==> src/rtl/xirq_pkg.sv <==
package xirq_pkg;

    // Register byte offsets
    localparam logic [11:0] OFS_CFG  = 12'h900;
    localparam logic [11:0] OFS_MASK = 12'h920;
    localparam logic [11:0] OFS_PEND = 12'h924;

    // Width of one pair's trigger code and spacing between codes
    localparam int TRIG_W    = 3;
    localparam int TRIG_STEP = 4;

    typedef enum logic [2:0] {
        TRIG_LOW  = 3'd0,
        TRIG_HIGH = 3'd1,
        TRIG_FALL = 3'd2,
        TRIG_RISE = 3'd3,
        TRIG_BOTH = 3'd4
    } trig_e;

endpackage

==> src/rtl/xirq_sync.sv <==
module xirq_sync #(
    parameter int NUM_LINES = 16
) (
    input  logic                 clk,
    input  logic                 rst_n,
    input  logic [NUM_LINES-1:0] raw,
    output logic [NUM_LINES-1:0] cur,
    output logic [NUM_LINES-1:0] prv
);

    logic [NUM_LINES-1:0] stage1;

    // Two synchroniser stages plus one history stage, all idle-high
    always_ff @(posedge clk) begin
        if (!rst_n) begin
            stage1 <= '1;
            cur    <= '1;
            prv    <= '1;
        end else begin
            stage1 <= raw;
            cur    <= stage1;
            prv    <= cur;
        end
    end

endmodule

==> src/rtl/xirq_detect.sv <==
module xirq_detect
    import xirq_pkg::*;
#(
    parameter int NUM_LINES = 16,
    parameter int NUM_PAIRS = NUM_LINES / 2
) (
    input  logic [NUM_LINES-1:0]             cur,
    input  logic [NUM_LINES-1:0]             prv,
    input  logic [NUM_PAIRS-1:0][TRIG_W-1:0] cfg,
    output logic [NUM_LINES-1:0]             evt
);

    for (genvar k = 0; k < NUM_PAIRS; k++) begin : g_pair
        trig_e      mode;
        logic [1:0] pair_evt;

        always_comb begin
            unique case (cfg[k])
                3'b000:         mode = TRIG_LOW;
                3'b001:         mode = TRIG_HIGH;
                3'b010, 3'b011: mode = TRIG_FALL;
                3'b100, 3'b101: mode = TRIG_RISE;
                3'b110, 3'b111: mode = TRIG_BOTH;
            endcase
        end

        always_comb begin
            for (int j = 0; j < 2; j++) begin
                unique case (mode)
                    TRIG_LOW:  pair_evt[j] = ~cur[2*k+j];
                    TRIG_HIGH: pair_evt[j] =  cur[2*k+j];
                    TRIG_FALL: pair_evt[j] =  prv[2*k+j] & ~cur[2*k+j];
                    TRIG_RISE: pair_evt[j] = ~prv[2*k+j] &  cur[2*k+j];
                    TRIG_BOTH: pair_evt[j] =  prv[2*k+j] ^  cur[2*k+j];
                    default:   pair_evt[j] = 1'b0;
                endcase
            end
        end

        assign evt[2*k+1:2*k] = pair_evt;
    end

endmodule

==> src/rtl/xirq_regs.sv <==
module xirq_regs
    import xirq_pkg::*;
#(
    parameter int NUM_LINES = 16,
    parameter int ADDR_W    = 12,
    parameter int DATA_W    = 32,
    parameter int NUM_PAIRS = NUM_LINES / 2
) (
    input  logic                             clk,
    input  logic                             rst_n,
    input  logic [ADDR_W-1:0]                addr,
    input  logic                             we,
    input  logic [DATA_W-1:0]                wdata,
    input  logic [NUM_LINES-1:0]             evt,
    output logic [DATA_W-1:0]                rdata,
    output logic [NUM_PAIRS-1:0][TRIG_W-1:0] cfg_q,
    output logic [NUM_LINES-1:0]             mask_q,
    output logic [NUM_LINES-1:0]             pend_q
);

    localparam logic [ADDR_W-1:0] A_CFG  = ADDR_W'(OFS_CFG);
    localparam logic [ADDR_W-1:0] A_MASK = ADDR_W'(OFS_MASK);
    localparam logic [ADDR_W-1:0] A_PEND = ADDR_W'(OFS_PEND);

    logic                 hit_cfg, hit_mask, hit_pend;
    logic [NUM_LINES-1:0] ack_vec;
    logic                 unused_wdata;

    assign hit_cfg      = we && (addr == A_CFG);
    assign hit_mask     = we && (addr == A_MASK);
    assign hit_pend     = we && (addr == A_PEND);
    assign ack_vec      = hit_pend ? wdata[NUM_LINES-1:0] : '0;
    assign unused_wdata = ^wdata;

    always_ff @(posedge clk) begin
        if (!rst_n) begin
            cfg_q  <= '0;
            mask_q <= '1;
            pend_q <= '0;
        end else begin
            if (hit_cfg) begin
                for (int k = 0; k < NUM_PAIRS; k++)
                    cfg_q[k] <= wdata[TRIG_STEP*k +: TRIG_W];
            end
            if (hit_mask)
                mask_q <= wdata[NUM_LINES-1:0];
            // a fresh event outranks a same-cycle acknowledge
            pend_q <= (pend_q & ~ack_vec) | evt;
        end
    end

    always_comb begin
        rdata = '0;
        case (addr)
            A_CFG: begin
                for (int k = 0; k < NUM_PAIRS; k++)
                    rdata[TRIG_STEP*k +: TRIG_W] = cfg_q[k];
            end
            A_MASK:  rdata[NUM_LINES-1:0] = mask_q;
            A_PEND:  rdata[NUM_LINES-1:0] = pend_q;
            default: rdata = '0;
        endcase
    end

    AST_EVT_LATCHES: assert property (@(posedge clk) disable iff (!rst_n)
        1'b1 |=> ((pend_q & $past(evt)) == $past(evt))) else $error("event not latched");
    AST_PEND_STICKY: assert property (@(posedge clk) disable iff (!rst_n)
        1'b1 |=> ((~pend_q & $past(pend_q & ~ack_vec)) == '0)) else $error("pending lost");
    AST_ACK_CLEARS: assert property (@(posedge clk) disable iff (!rst_n)
        (|ack_vec) |=> ((pend_q & $past(ack_vec & ~evt)) == '0)) else $error("ack ignored");
    AST_EVENT_WINS: assert property (@(posedge clk) disable iff (!rst_n)
        (|(ack_vec & evt)) |=> ((pend_q & $past(ack_vec & evt)) == $past(ack_vec & evt)))
        else $error("ack beat event");

endmodule

==> src/rtl/xirq_ctrl.sv <==
module xirq_ctrl
    import xirq_pkg::*;
#(
    parameter int NUM_LINES = 16,
    parameter int ADDR_W    = 12,
    parameter int DATA_W    = 32,
    parameter int G0_LAST   = 3,
    parameter int G1_LAST   = 11
) (
    input  logic                 clk,
    input  logic                 rst_n,
    input  logic [NUM_LINES-1:0] line_in,
    input  logic [ADDR_W-1:0]    bus_addr,
    input  logic                 bus_we,
    input  logic [DATA_W-1:0]    bus_wdata,
    output logic [DATA_W-1:0]    bus_rdata,
    output logic [2:0]           irq_grp
);

    localparam int NUM_PAIRS = NUM_LINES / 2;

    logic [NUM_LINES-1:0]             cur, prv, evt, mask_q, pend_q, live;
    logic [NUM_PAIRS-1:0][TRIG_W-1:0] cfg_q;

    xirq_sync #(.NUM_LINES(NUM_LINES)) u_sync (
        .clk(clk), .rst_n(rst_n), .raw(line_in), .cur(cur), .prv(prv)
    );

    xirq_detect #(.NUM_LINES(NUM_LINES), .NUM_PAIRS(NUM_PAIRS)) u_detect (
        .cur(cur), .prv(prv), .cfg(cfg_q), .evt(evt)
    );

    xirq_regs #(
        .NUM_LINES(NUM_LINES), .ADDR_W(ADDR_W), .DATA_W(DATA_W), .NUM_PAIRS(NUM_PAIRS)
    ) u_regs (
        .clk(clk), .rst_n(rst_n), .addr(bus_addr), .we(bus_we), .wdata(bus_wdata),
        .evt(evt), .rdata(bus_rdata), .cfg_q(cfg_q), .mask_q(mask_q), .pend_q(pend_q)
    );

    assign live       = pend_q & ~mask_q;
    assign irq_grp[0] = |live[G0_LAST:0];
    assign irq_grp[1] = |live[G1_LAST:G0_LAST+1];
    assign irq_grp[2] = |live[NUM_LINES-1:G1_LAST+1];

    AST_MASKED_SILENT: assert property (@(posedge clk) disable iff (!rst_n)
        (&mask_q) |-> (irq_grp == 3'b000)) else $error("masked line raised request");
    AST_GROUP_SOURCE: assert property (@(posedge clk) disable iff (!rst_n)
        irq_grp[1] |-> (|pend_q[G1_LAST:G0_LAST+1])) else $error("group 1 without source");

endmodule

==> config.mk <==
export PLATFORM = sky130hd
export DESIGN_NAME = xirq_ctrl
export DESIGN_NICKNAME = d
export VERILOG_FILES = /design/src/rtl/xirq_pkg.sv /design/src/rtl/xirq_sync.sv /design/src/rtl/xirq_detect.sv /design/src/rtl/xirq_regs.sv /design/src/rtl/xirq_ctrl.sv
export SDC_FILE = /design/constraint.sdc
export NUM_CORES = 1
export LEC_CHECK = 0
export ABC_AREA = 1
export BUFFER_PORTS_ARGS = -buffer_cell sky130_fd_sc_hd__clkbuf_2
export CAP_MARGIN = 30
export CORE_ASPECT_RATIO = 2
export CORE_MARGIN = 1
export CORE_UTILIZATION = 31
export CTS_CLUSTER_SIZE = 24
export DETAILED_ROUTE_END_ITERATION = 10
export HOLD_SLACK_MARGIN = 0.06
export PLACE_DENSITY = 0.59
export REMOVE_ABC_BUFFERS = 1
export SETUP_SLACK_MARGIN = 0.1
export SLEW_MARGIN = 20
export SYNTH_ARGS = -nofsm -noshare
export SYNTH_HDL_FRONTEND = slang
export SYNTH_SLANG_ARGS = --single-unit
==> constraint.sdc <==
create_clock -name clk -period 3.3 [get_ports clk]
set_input_delay 0.33 -clock clk [delete_from_list [all_inputs] [get_ports clk]]
set_output_delay 0.33 -clock clk [all_outputs]
set_load 0.05 [all_outputs]
Word-level counts from Yosys, hierarchy flattened
Memory sizes are Yosys's and may differ from the RTL's. A register that Yosys moved wholly into a read port is not among the register bits.
Index checks and enable logic that the tools add are counted.
{"block": "op_classes", "mux": 45, "n_reduce_logical": 14, "n_bitwise": 85, "eq_ne": 35}
{"op": "$pmux W1 S5", "count": 16}
{"op": "$mux W3", "count": 20}
{"op": "$eq A3 B2 Y1 const B", "count": 16}
{"op": "$eq A12 B12 Y1 const B", "count": 3}
{"op": "$pmux W3 S3", "count": 4}
{"op": "$and A1 B1 Y1", "count": 32}
{"op": "$and A16 B16 Y16", "count": 2}
{"op": "$not A1 Y1", "count": 32}
{"op": "$not A16 Y16", "count": 2}
{"op": "$eq A3 B1 Y1 const B", "count": 8}
{"op": "$eq A3 B3 Y1 const B", "count": 8}
{"op": "$logic_not A3 Y1", "count": 8}
{"op": "$mux W16", "count": 1}
{"op": "$or A16 B16 Y16", "count": 1}
{"op": "$xor A1 B1 Y1", "count": 16}
{"op": "$pmux W1 S2", "count": 4}
{"op": "$reduce_or A4 Y1", "count": 2}
{"op": "$reduce_or A8 Y1", "count": 1}
{"op": "$logic_and A1 B1 Y1", "count": 3}
{"block": "word_totals", "ff_bits": 104, "mem_bits_ro": 192, "word_cells": 200, "memories": 8, "in_bits": 63}
{"memory": "(name not given)", "words": 8, "word_bits": 3, "rd": 1, "rd_ports_with_merged_regs": 1, "wr": 0, "line_no": "xirq_detect.sv:18", "source": "unique case (cfg[k])"}
{"memory": "(name not given)", "words": 8, "word_bits": 3, "rd": 1, "rd_ports_with_merged_regs": 1, "wr": 0, "line_no": "xirq_detect.sv:18"}
{"memory": "(name not given)", "words": 8, "word_bits": 3, "rd": 1, "rd_ports_with_merged_regs": 1, "wr": 0, "line_no": "xirq_detect.sv:18"}
{"memory": "(name not given)", "words": 8, "word_bits": 3, "rd": 1, "rd_ports_with_merged_regs": 1, "wr": 0, "line_no": "xirq_detect.sv:18"}
{"memory": "(name not given)", "words": 8, "word_bits": 3, "rd": 1, "rd_ports_with_merged_regs": 1, "wr": 0, "line_no": "xirq_detect.sv:18"}
{"memory": "(name not given)", "words": 8, "word_bits": 3, "rd": 1, "rd_ports_with_merged_regs": 1, "wr": 0, "line_no": "xirq_detect.sv:18"}
{"memory": "+2 memories"}

Depth between registers and ports, before layout
Gate-level depths: netlist (run 1).
{"block": "depth", "word_depth": 6, "mapped_depth": 11, "ltp_nobuf": 10}

Hierarchy
From an unflattened synthesis (run 1), not the netlist that was laid out.
{"block": "hier_totals", "hier_cells": 836, "area_unflattened_um2": 5868.1}
{"mod": "xirq_regs", "area_each_um2": 2690.1, "seq_area_each_um2": 1121.1, "n_inst": 1, "cells_each": 391}
{"mod": "xirq_detect", "area_each_um2": 1657.8, "seq_area_each_um2": 0.0, "n_inst": 1, "cells_each": 255}
{"mod": "xirq_sync", "area_each_um2": 1361.3, "seq_area_each_um2": 960.9, "n_inst": 1, "cells_each": 149}
{"mod": "xirq_ctrl", "area_each_um2": 158.9, "seq_area_each_um2": 0.0, "n_inst": 1, "cells_each": 41}

Least setup slack after synthesis (run 1)
Ideal clock, no wire load.
{"block": "synth_timing", "path_kind": "input to output", "startpoint": "in bus_addr[9]", "endpoint": "out bus_rdata[11]", "path_slack_ns": 1.020, "required_time_ns": 2.970, "arrival_ns": 1.950, "path_stages": 5, "cell_sequence": "nor2_1 -> nand2_2 -> nor2_1 -> nand2_1 -> o21ai_0"}
{"block": "synth_between", "elab_chain_cells": 2}
{"item": "start: declaration", "line_no": "xirq_ctrl.sv:13", "source": "input logic [ADDR_W-1:0] bus_addr,"}
{"item": "$eq A12 B12 Y1", "line_no": "xirq_regs.sv:54", "source": "case (addr)"}
{"item": "$pmux W1 S2 (*)", "line_no": "xirq_regs.sv:54"}
{"item": "end: declaration", "line_no": "xirq_ctrl.sv:16", "source": "output logic [DATA_W-1:0] bus_rdata,"}
Every way passes the cells marked *; elsewhere a longest branch is shown, timed or not.

Worst setup path after layout (run 1)
{"block": "layout_timing", "startpoint": "in bus_addr[7]", "endpoint": "out bus_rdata[9]"}
{"block": "layout_between", "elab_chain_cells": 2}
{"item": "$eq A12 B12 Y1", "line_no": "xirq_regs.sv:54"}
{"item": "$pmux W3 S3 (*)", "line_no": "xirq_regs.sv:54"}
Marks and branches as above.

==> impl_metrics.ini, run 1 <==
[die]
dieArea_sq_um = 20700
coreArea_sq_um = 19500
die_x_um = 102
start_util = 0.319
io_pins = 98
die_h_um = 202
row_count = 72

[cells_and_area]
nets = 986
layout-drive-gt1-share = 0.212
fin_area_sq_um = 7450
diodes = 0
syn_to_final_growth_pct = 19.9
seq_area_sq_um = 2560
nFillCells = 2109
multi_input_area_sq_um = 2900

[critical_path]
critPathMaxStageDelay_ps = 490
end_kind = primary output
cp.required_ps = 2970
critPathArrivalTime_ps = 2120
start_kind = primary input
cp_cell_sequence = clkbuf_2, nor2_2, nand2_1, nor2_1, nand2_1, o211ai_1, clkbuf_2
critPathTopFamily = simple AND/OR/NAND/NOR gates
path_buf_inv = 2
path_max_fanout = 16
path_class = in2out
slowest_stage = nand2_1

[timing]
fin_skew_ps = 6.55
finalSetupTns_ps = 0
setup_viol_count_final = 0
rsz0062_at_grt = false
worst_pin_slew_ps = 790
max-slew-margin-rel = 0.473
period_needed_ps = 2450
hold_viol = 0
whs_ps = 94.7
drv_slew = 0
min_period_over_period = 0.744
clock.fmax_mhz = 408

[route]
viasPerCell = 4.78
vias = 5558
wl_um = 16700
drc = 0
wire_per_inst_um = 14.4
dr.pass1.iters = 5
drtIter0Drc = 246
postRouteAntennaNets = 0

[placement]
gp_congestion = 0.829
hpwlAfterDp_um = 12100
postPlaceCellArea_sq_um = 6860
io_buffers = 89

[clocking]
cts_tree = yes
clk_pin_slew_ps = 60
cts.htree.levels = 4
postCtsSetupRepairBufs = 0
ctsResizeCount = 0
clock_sinks = 128
numCtsBuffers = 17
clkLatencyLatePin_ps = 420
clockBufferDepth = 2
cts-root-buf = clkbuf_16
cts_hold_buf = 0

[min_path]
hold_path.class = in2reg

[logic_synthesis]
ys_ff_latch = 128
yosysSeqAreaShare = 0.412
synth.area.mux_share = 0
synthXorXnorAreaFrac = 0
synth_top_family_by_area = simple AND/OR/NAND/NOR gates
syn-cell-area_sq_um = 6210
syn_area_per_cell_sq_um = 7.70
synth_cell_type_count = 34
synthCells = 807
yosys.area_share.adder = 0.0644
ys_warn_count = 0
synthSimpleGateAreaFrac = 0.279
synth_compound_area_frac = 0.121

[pwr]
power_leakage_nw = 3.53
ir_drop_v = 0.000227
power_density_nw_per_um2 = 490
total_power_mw = 3.65

[global_route]
grt_overflow = 0
grt_start_max_net_pins = 57
grt_use_total = 0.168
grt_pass1_wl_um = 26500
antenna_found_initial = 0
grt_pass1_vias = 5473

[run_status]
status = finished clean

[run]
cap_violations = 0
[placed cells by master (no fill, tap or decap), types with 5 or more instances in the layout]
master | netlist | routed
clkbuf_2 | 0 | 89
nand4_1 | 71 | 71
o211ai_2 | 16 | 16
or2_2 | 27 | 27
o22ai_1 | 8 | 8
or2_1 | 5 | 5
nor4_1 | 5 | 5
dfxtp_1 | 128 | 128
clkbuf_16 | 0 | 17
o21ai_0 | 44 | 44
nor2_2 | 7 | 7
inv_1 | 151 | 151
nand2_1 | 123 | 123
o211ai_1 | 17 | 17
ha_1 | 32 | 32
nand3_1 | 44 | 44
a21oi_1 | 24 | 24
buf_4 | 5 | 6
nor3_1 | 13 | 13
nor2_1 | 37 | 37
[Yosys cell counts]
library cell  instances  area [sq um]
conb_1                1          3.75
nand3_2               3          30.0
nor3_1               13          65.1
nor2_1               37           139
o21ai_0              44           220
or2_2                27           169
inv_1               151           567
nor2_2                7          43.8
o211ai_2             16           200
inv_2                 4          15.0
dfxtp_1             128          2560
nor3_2                1          10.0
or2_1                 5          31.3
o22ai_1               8          50.1
nand3_1              44           220
a21oi_1              24           120
nand2_1             123           462
nand2_2               2          12.5
buf_4                 5          37.5
and2_1                1          6.26
o21ai_1               2          10.0
o211ai_1             17           128
ha_1                 32           400
buf_2                 6          30.0
clkbuf_1             10          37.5
nand3_4               1          17.5
nand4_1              71           444
buf_6                 4          45.0
nor2_4                1          11.3
buf_1                 8          30.0
nand2_4               2          22.5
nor2_8                1          20.0
nor4_1                5          31.3
o31ai_1               3          22.5
[area by class of cell]
| cell class | count | area share |
|---|---|---|
| Clock buffer | 21 | 0.0645 |
| Clock inverter | 10 | 0.0148 |
| Inverter | 155 | 0.0781 |
| Multi-Input combinational cell | 494 | 0.389 |
| Timing Repair Buffer | 95 | 0.0658 |
| Tap cell | 259 | 0.0435 |
| Sequential cell | 128 | 0.344 |
[flip-flops by register name, indices dropped and copies added, names as in the netlist]
name and flops:
u_sync.prv 16, u_regs.mask_q 16, u_sync.cur 16, u_regs.cfg_q 24
u_detect.g_pair.mode 24, u_sync.stage1 16, u_regs.pend_q 16
[path summary, 6_finish.rpt]
check | end | slack (ps) | cells past startpoint | startpoint
worst max-delay path | bus_rdata[9] | 850 | 7 | bus_addr[7]
worst min-delay path | u_sync.stage1[6] | 90 | 2 | line_in[6]
worst max register to register | u_regs.pend_q[13] | 1960 | 5 | u_sync.cur[13]
worst min register to register | u_sync.cur[13] | 410 | 1 | u_sync.stage1[13]
[through the flow]
stage	std cells	setup WS (ps)	util
CTS	1162	812	0.383
finish	1162	846	0.383
detailed placement	1131	833	0.353
global placement	1131	845	0.353
floorplan	777	866	-
global route	1162	642	0.383
[where the power goes]
group          switching [mW]  internal (mW)  leakage [nW]
clock network           0.687           1.18         0.283
registers              0.0160           1.58          1.04
logic                   0.118         0.0649          2.21
total                   0.822           2.83          3.53
[metal layers]
metal  global-route usage  up-vias  share of wire
met5                    0        -              0
met4               0.0898        0          0.032
met3               0.0315       35          0.040
met2                0.313      119           0.55
met1                0.171     2582           0.37
li1                     -     2822              -
[cells by family after synthesis]
logic type,after synthesis
compound gates,114
fa+ha+maj,32
buf+inv,188
flops,128
other cells,1
simple gates,344
Note: power is estimated with default switching activity, not from simulation.
==> inputs of run 2 (changes only) <==
--- a/config.mk
+++ b/config.mk
@@ -14,7 +14,7 @@
 export CTS_CLUSTER_SIZE = 24
 export DETAILED_ROUTE_END_ITERATION = 10
 export HOLD_SLACK_MARGIN = 0.06
-export PLACE_DENSITY = 0.59
+export PLACE_DENSITY = 0.61
 export REMOVE_ABC_BUFFERS = 1
 export SETUP_SLACK_MARGIN = 0.1
 export SLEW_MARGIN = 20
==> constraint.sdc (replaced) <==
create_clock -name clk -period 2 [get_ports clk]
set_input_delay 0.2 -clock clk [delete_from_list [all_inputs] [get_ports clk]]
set_output_delay 0.2 -clock clk [all_outputs]
set_load 0.05 [all_outputs]
==> impl_metrics.ini, run 2 (synthesis gave the netlist of run 1 again) <==
[run]
cap_violations = 0

[placement]
hpwlAfterDp_um = 12300
dp_cells = 1145
gp_congestion = 0.891
io_buffers = 89

[cells_and_area]
layout-drive-gt1-share = 0.222
syn_to_final_growth_pct = 31.9
layout_common_cells = 151 x inv_1, 128 x dfxtp_1, 123 x nand2_1
layout_commonest_cell = inv_1
diodes = 0
stdcell_count = 1194
nets = 1017

[route]
drtIter0Drc = 270
dr.pass1.iters = 6
wire_per_inst_um = 13.8
vias = 5757
postRouteAntennaNets = 0
viasPerCell = 4.82
wl_um = 16500
drc = 0

[timing]
rsz0062_at_grt = false
drv_slew = 0
setup_viol_count_final = 0
clock.fmax_mhz = 555
fin_skew_ps = 4.77
min_period_over_period = 0.901
hold_viol = 0
whs_ps = 84.1
period_needed_ps = 1800

[die]
die_x_um = 102
row_count = 72
dieArea_sq_um = 20700
die_h_um = 202
coreArea_sq_um = 19500
io_pins = 98
start_util = 0.319

[critical_path]
critPathArrivalTime_ps = 1600
critPathTopFamily = buffers and inverters
regToRegSetupSlack_ps = 680
cp_cell_sequence = clkbuf_2, nor2_4, nand3_1, nor2_2, nand2_1, buf_4, o211ai_1, clkbuf_16
end_kind = primary output
slowest_stage = o211ai_1
critPathMaxStageDelay_ps = 390
path_buf_inv = 3
start_kind = primary input
path_max_fanout = 16
cp.required_ps = 1800
path_class = in2out

[clocking]
clk_pin_slew_ps = 60
cts_tree = yes
clkLatencyLatePin_ps = 420
clockBufferDepth = 2
numCtsBuffers = 17
cts.htree.levels = 4
cts-root-buf = clkbuf_16
clock_sinks = 128

[global_route]
grt_pass1_wl_um = 27100
grt_overflow = 0
grt_pass1_vias = 5809
grt_start_max_net_pins = 45
grt_use_total = 0.173
antenna_found_initial = 0

[pwr]
power_density_nw_per_um2 = 733
total_power_mw = 6.01
power_leakage_nw = 3.80
ir_drop_v = 0.000515

[run_status]
status = finished clean

[min_path]
hold_path.class = in2reg
==> run 2: worst reg2reg max path, delay by kind of cell (launching register included) <==
kind	cells	cell delay (ps)
buf+inv	1	80
compound gates	2	190
simple gates	1	240
flops	1	420
fa+ha+maj	1	280
==> run 2: stage by stage <==
| stage | worst slack (ps) | util | TNS (ps) | area (sq um) |
|---|---|---|---|---|
| floorplan | -174 | - | -757 | 6050 |
| detailed placement | 176 | 0.381 | 0 | 7420 |
| finish | 199 | 0.421 | 0 | 8200 |
| global route | 102 | 0.421 | 0 | 8200 |
| CTS | 172 | 0.420 | 0 | 8170 |
| global placement | 174 | 0.381 | 0 | 7420 |
==> run 2: worst paths after layout <==
check                   start          endpoint  depth (start not counted)
max               bus_addr[1]     bus_rdata[10]                          8
min              bus_wdata[3]  u_regs.mask_q[3]                          3
max reg2reg     u_sync.cur[7]  u_regs.pend_q[7]                          5
min reg2reg  u_sync.stage1[9]     u_sync.cur[9]                          1
==> run 2: report_power, final <==
part / switching [mW] / total (mW) / internal, mW
sequential: 0.0275 / 2.64 / 2.61
clock: 1.17 / 3.04 / 1.87
combinational: 0.200 / 0.341 / 0.140
total: 1.40 / 6.01 / 4.61
==> run 2: final cells by class <==
class                   count  area, sq um
inverters                 155          582
well taps                 259          324
fillers                  2034        11300
clock buffers              19          443
clock inverters            13          138
flip-flops and latches    128         2560
multi-input cells         494         2920
repair buffers            126         1230
==> run 2: per-layer routing <==
metal  track usage  part of all wire  vias to the layer above
met5             0                 0                        -
met1         0.166              0.37                     2668
met2         0.326              0.55                      140
met3        0.0353             0.033                       50
met4        0.0980             0.046                        0
li1              -                 -                     2899
==> run 2: what timing repair did <==
item / CTS / global route
hold buffers: 17 / 0
endpoints found under the setup margin: 0 / 4
setup buffers: 0 / 0
endpoints found under the hold margin: 17 / 0
resized for setup: 0 / 7
==> inputs of run 3 (changes only) <==
--- a/config.mk
+++ b/config.mk
@@ -15,9 +15,11 @@
 export DETAILED_ROUTE_END_ITERATION = 10
 export HOLD_SLACK_MARGIN = 0.06
 export PLACE_DENSITY = 0.61
+export RECOVER_POWER = 50
 export REMOVE_ABC_BUFFERS = 1
 export SETUP_SLACK_MARGIN = 0.1
 export SLEW_MARGIN = 20
 export SYNTH_ARGS = -nofsm -noshare
 export SYNTH_HDL_FRONTEND = slang
+export SYNTH_HIERARCHICAL = 1
 export SYNTH_SLANG_ARGS = --single-unit
==> impl_metrics.ini, run 3 <==
[run_status]
status = finished clean

[cells_and_area]
regMostFlops = u_regs/cfg_q
nets = 1069
diodes = 0
syn_to_final_growth_pct = 24.3
largest_reg_flops = 24
final_util = 0.396
layout_common_cells = 202 x nand2_1, 184 x inv_1, 104 x dfxtp_1
layout-drive-gt1-share = 0.145
layout_commonest_cell = nand2_1

[timing]
setup_viol_count_final = 0
hold_viol = 0
max-slew-margin-rel = 0.0509
min_period_over_period = 0.900
period_needed_ps = 1800
fin_skew_ps = 6.92
clock.fmax_mhz = 556
drv_slew = 0
rsz0062_at_grt = false
worst_pin_slew_ps = 1420

[logic_synthesis]
synth_cell_type_count = 29
synth_ff_type = dfxtp_1
synthCells = 836
syn_area_per_cell_sq_um = 7.02
synth-edff-count = 0
yosysTopAreaCellShare = 0.355
yosysMostFrequentCell = nand2_1
yosysSeqAreaShare = 0.355
synthArstFlopShare = 0
syn-cell-area_sq_um = 5870
ys_warn_count = 6
yosysTopAreaCell = dfxtp_1
ys_ff_latch = 104
yosys-top-cells-count = 202 x nand2_1, 184 x inv_1, 104 x dfxtp_1
synthTopCellsByArea = dfxtp_1 35%, ha_1 13%, nand2_1 13%, inv_1 12%, nand4_1 5.2%

[critical_path]
critPathTopFamily = buffers and inverters
start_kind = primary input
end_kind = primary output
path_buf_inv = 4
path_max_fanout = 16
critPathMaxStageDelay_ps = 410
critPathArrivalTime_ps = 1600
cp.required_ps = 1800
slowest_stage = o211ai_1
path_class = in2out
cp_cell_sequence = clkbuf_2, nor2_2, nand2_2, buf_4, nor2_1, nand2_2, buf_12, o211ai_1, buf_12

[route]
drtIter0Drc = 137
dr.pass1.iters = 4
postRouteAntennaNets = 0
drc = 0
wire_per_inst_um = 12.5
viasPerCell = 4.52
wl_um = 14600
vias = 5260

[placement]
io_buffers = 89
hpwlAfterDp_um = 10500
gp_congestion = 0.799

[global_route]
grt_pass1_vias = 4949
antenna_found_initial = 0
grt_start_max_net_pins = 37
grt_use_total = 0.154
grt_pass1_wl_um = 23400
grt_overflow = 0

[die]
die_h_um = 197
coreArea_sq_um = 18400
dieArea_sq_um = 19500
die_x_um = 99.3
io_pins = 98
row_count = 70
start_util = 0.319

[clocking]
clockBufferDepth = 2
clkLatencyLatePin_ps = 350
cts_tree = yes
clock_sinks = 104
numCtsBuffers = 9
clk_pin_slew_ps = 70
cts-root-buf = clkbuf_16
cts.htree.levels = 3

[pwr]
total_power_mw = 4.47
power_density_nw_per_um2 = 613
power_leakage_nw = 4.05
ir_drop_v = 0.000397

[run]
cap_violations = 0

[min_path]
hold_path.class = in2reg
==> run 3: cell count changes after synthesis, moves of 8 or more <==
| cell | delta |
|---|---|
| o211ai_2 | -11 |
| nand2_1 | +79 |
| nor2_1 | +33 |
| inv_1 | +33 |
| dfxtp_1 | -24 |
| nor3_1 | -13 |
| o211ai_1 | -14 |
| or2_2 | -27 |
| nand4_1 | -22 |
| o22ai_1 | -8 |
| ha_1 | +29 |
==> run 3: timing repair <==
item                                    CTS  global route
endpoints found under the setup margin    0             2
setup buffers                             0             1
gates resized for setup                   0             1
hold endpoints to repair                 20             0
hold buffers                             20             0
==> run 3: worst reg2reg max path, cell delays in order (launching register included) <==
cell and delay (ps):
dfxtp_1 450, ha_1 290, nor2_1 250, nand4_1 130, nand2_1 90, nor2_1 40, nand2_1 60, inv_1 60
a21oi_1 130
==> run 3: logic make-up after synthesis <==
family	count (synthesis)	synth area share
buf+inv	216	0.153
fa+ha+maj	61	0.130
compound gates	80	0.0795
other cells	1	0.000639
simple gates	374	0.282
flops	104	0.355
==> run 3: area by class of cell <==
| class | instances | area [sq um] |
|---|---|---|
| clock buffers | 12 | 246 |
| clock inverters | 3 | 90.1 |
| fillers | 1925 | 11100 |
| inverters | 187 | 702 |
| multi-input cells | 519 | 2890 |
| flip-flops and latches | 104 | 2080 |
| well taps | 216 | 270 |
| repair buffers | 124 | 1010 |
==> run 3: per-stage QoR <==
step | setup WS, ps | std cells | hold WS (ps) | instance area (sq um) | TNS (ps)
global placement | -20.8 | 1128 | 369 | 6770 | -39.4
floorplan | 140 | 810 | 269 | 5690 | 0
CTS | 133 | 1164 | 66.6 | 7310 | 0
finish | 200 | 1165 | 74.3 | 7290 | 0
detailed placement | 141 | 1129 | 374 | 6770 | 0
global route | 59.8 | 1165 | 75.7 | 7290 | 0
==> run 3: final timing paths <==
kind                                           to  cells after the start         startpoint  slack (ps)
worst max register to register  u_regs/pend_q[10]                      8   u_regs/cfg_q[17]         450
worst max-delay path                bus_rdata[14]                      9        bus_addr[9]         200
worst min-delay path             u_regs/cfg_q[18]                      3      bus_wdata[24]          70
worst min register to register     u_sync/cur[12]                      2  u_sync/stage1[12]         400
==> run 3: power by group <==
group	internal, mW	switching [mW]	total [mW]
sequential	2.13	0.0359	2.16
combinational	0.123	0.166	0.289
clock	1.25	0.768	2.02
total	3.50	0.970	4.47
==> run 3: per-layer routing <==
| metal | global-route usage | vias to the layer above | share of wire |
|---|---|---|---|
| met5 | 0 | - | 0 |
| met4 | 0.0675 | 0 | 0.026 |
| met3 | 0.0266 | 17 | 0.034 |
| met2 | 0.306 | 85 | 0.56 |
| met1 | 0.152 | 2385 | 0.38 |
| li1 | - | 2773 | - |
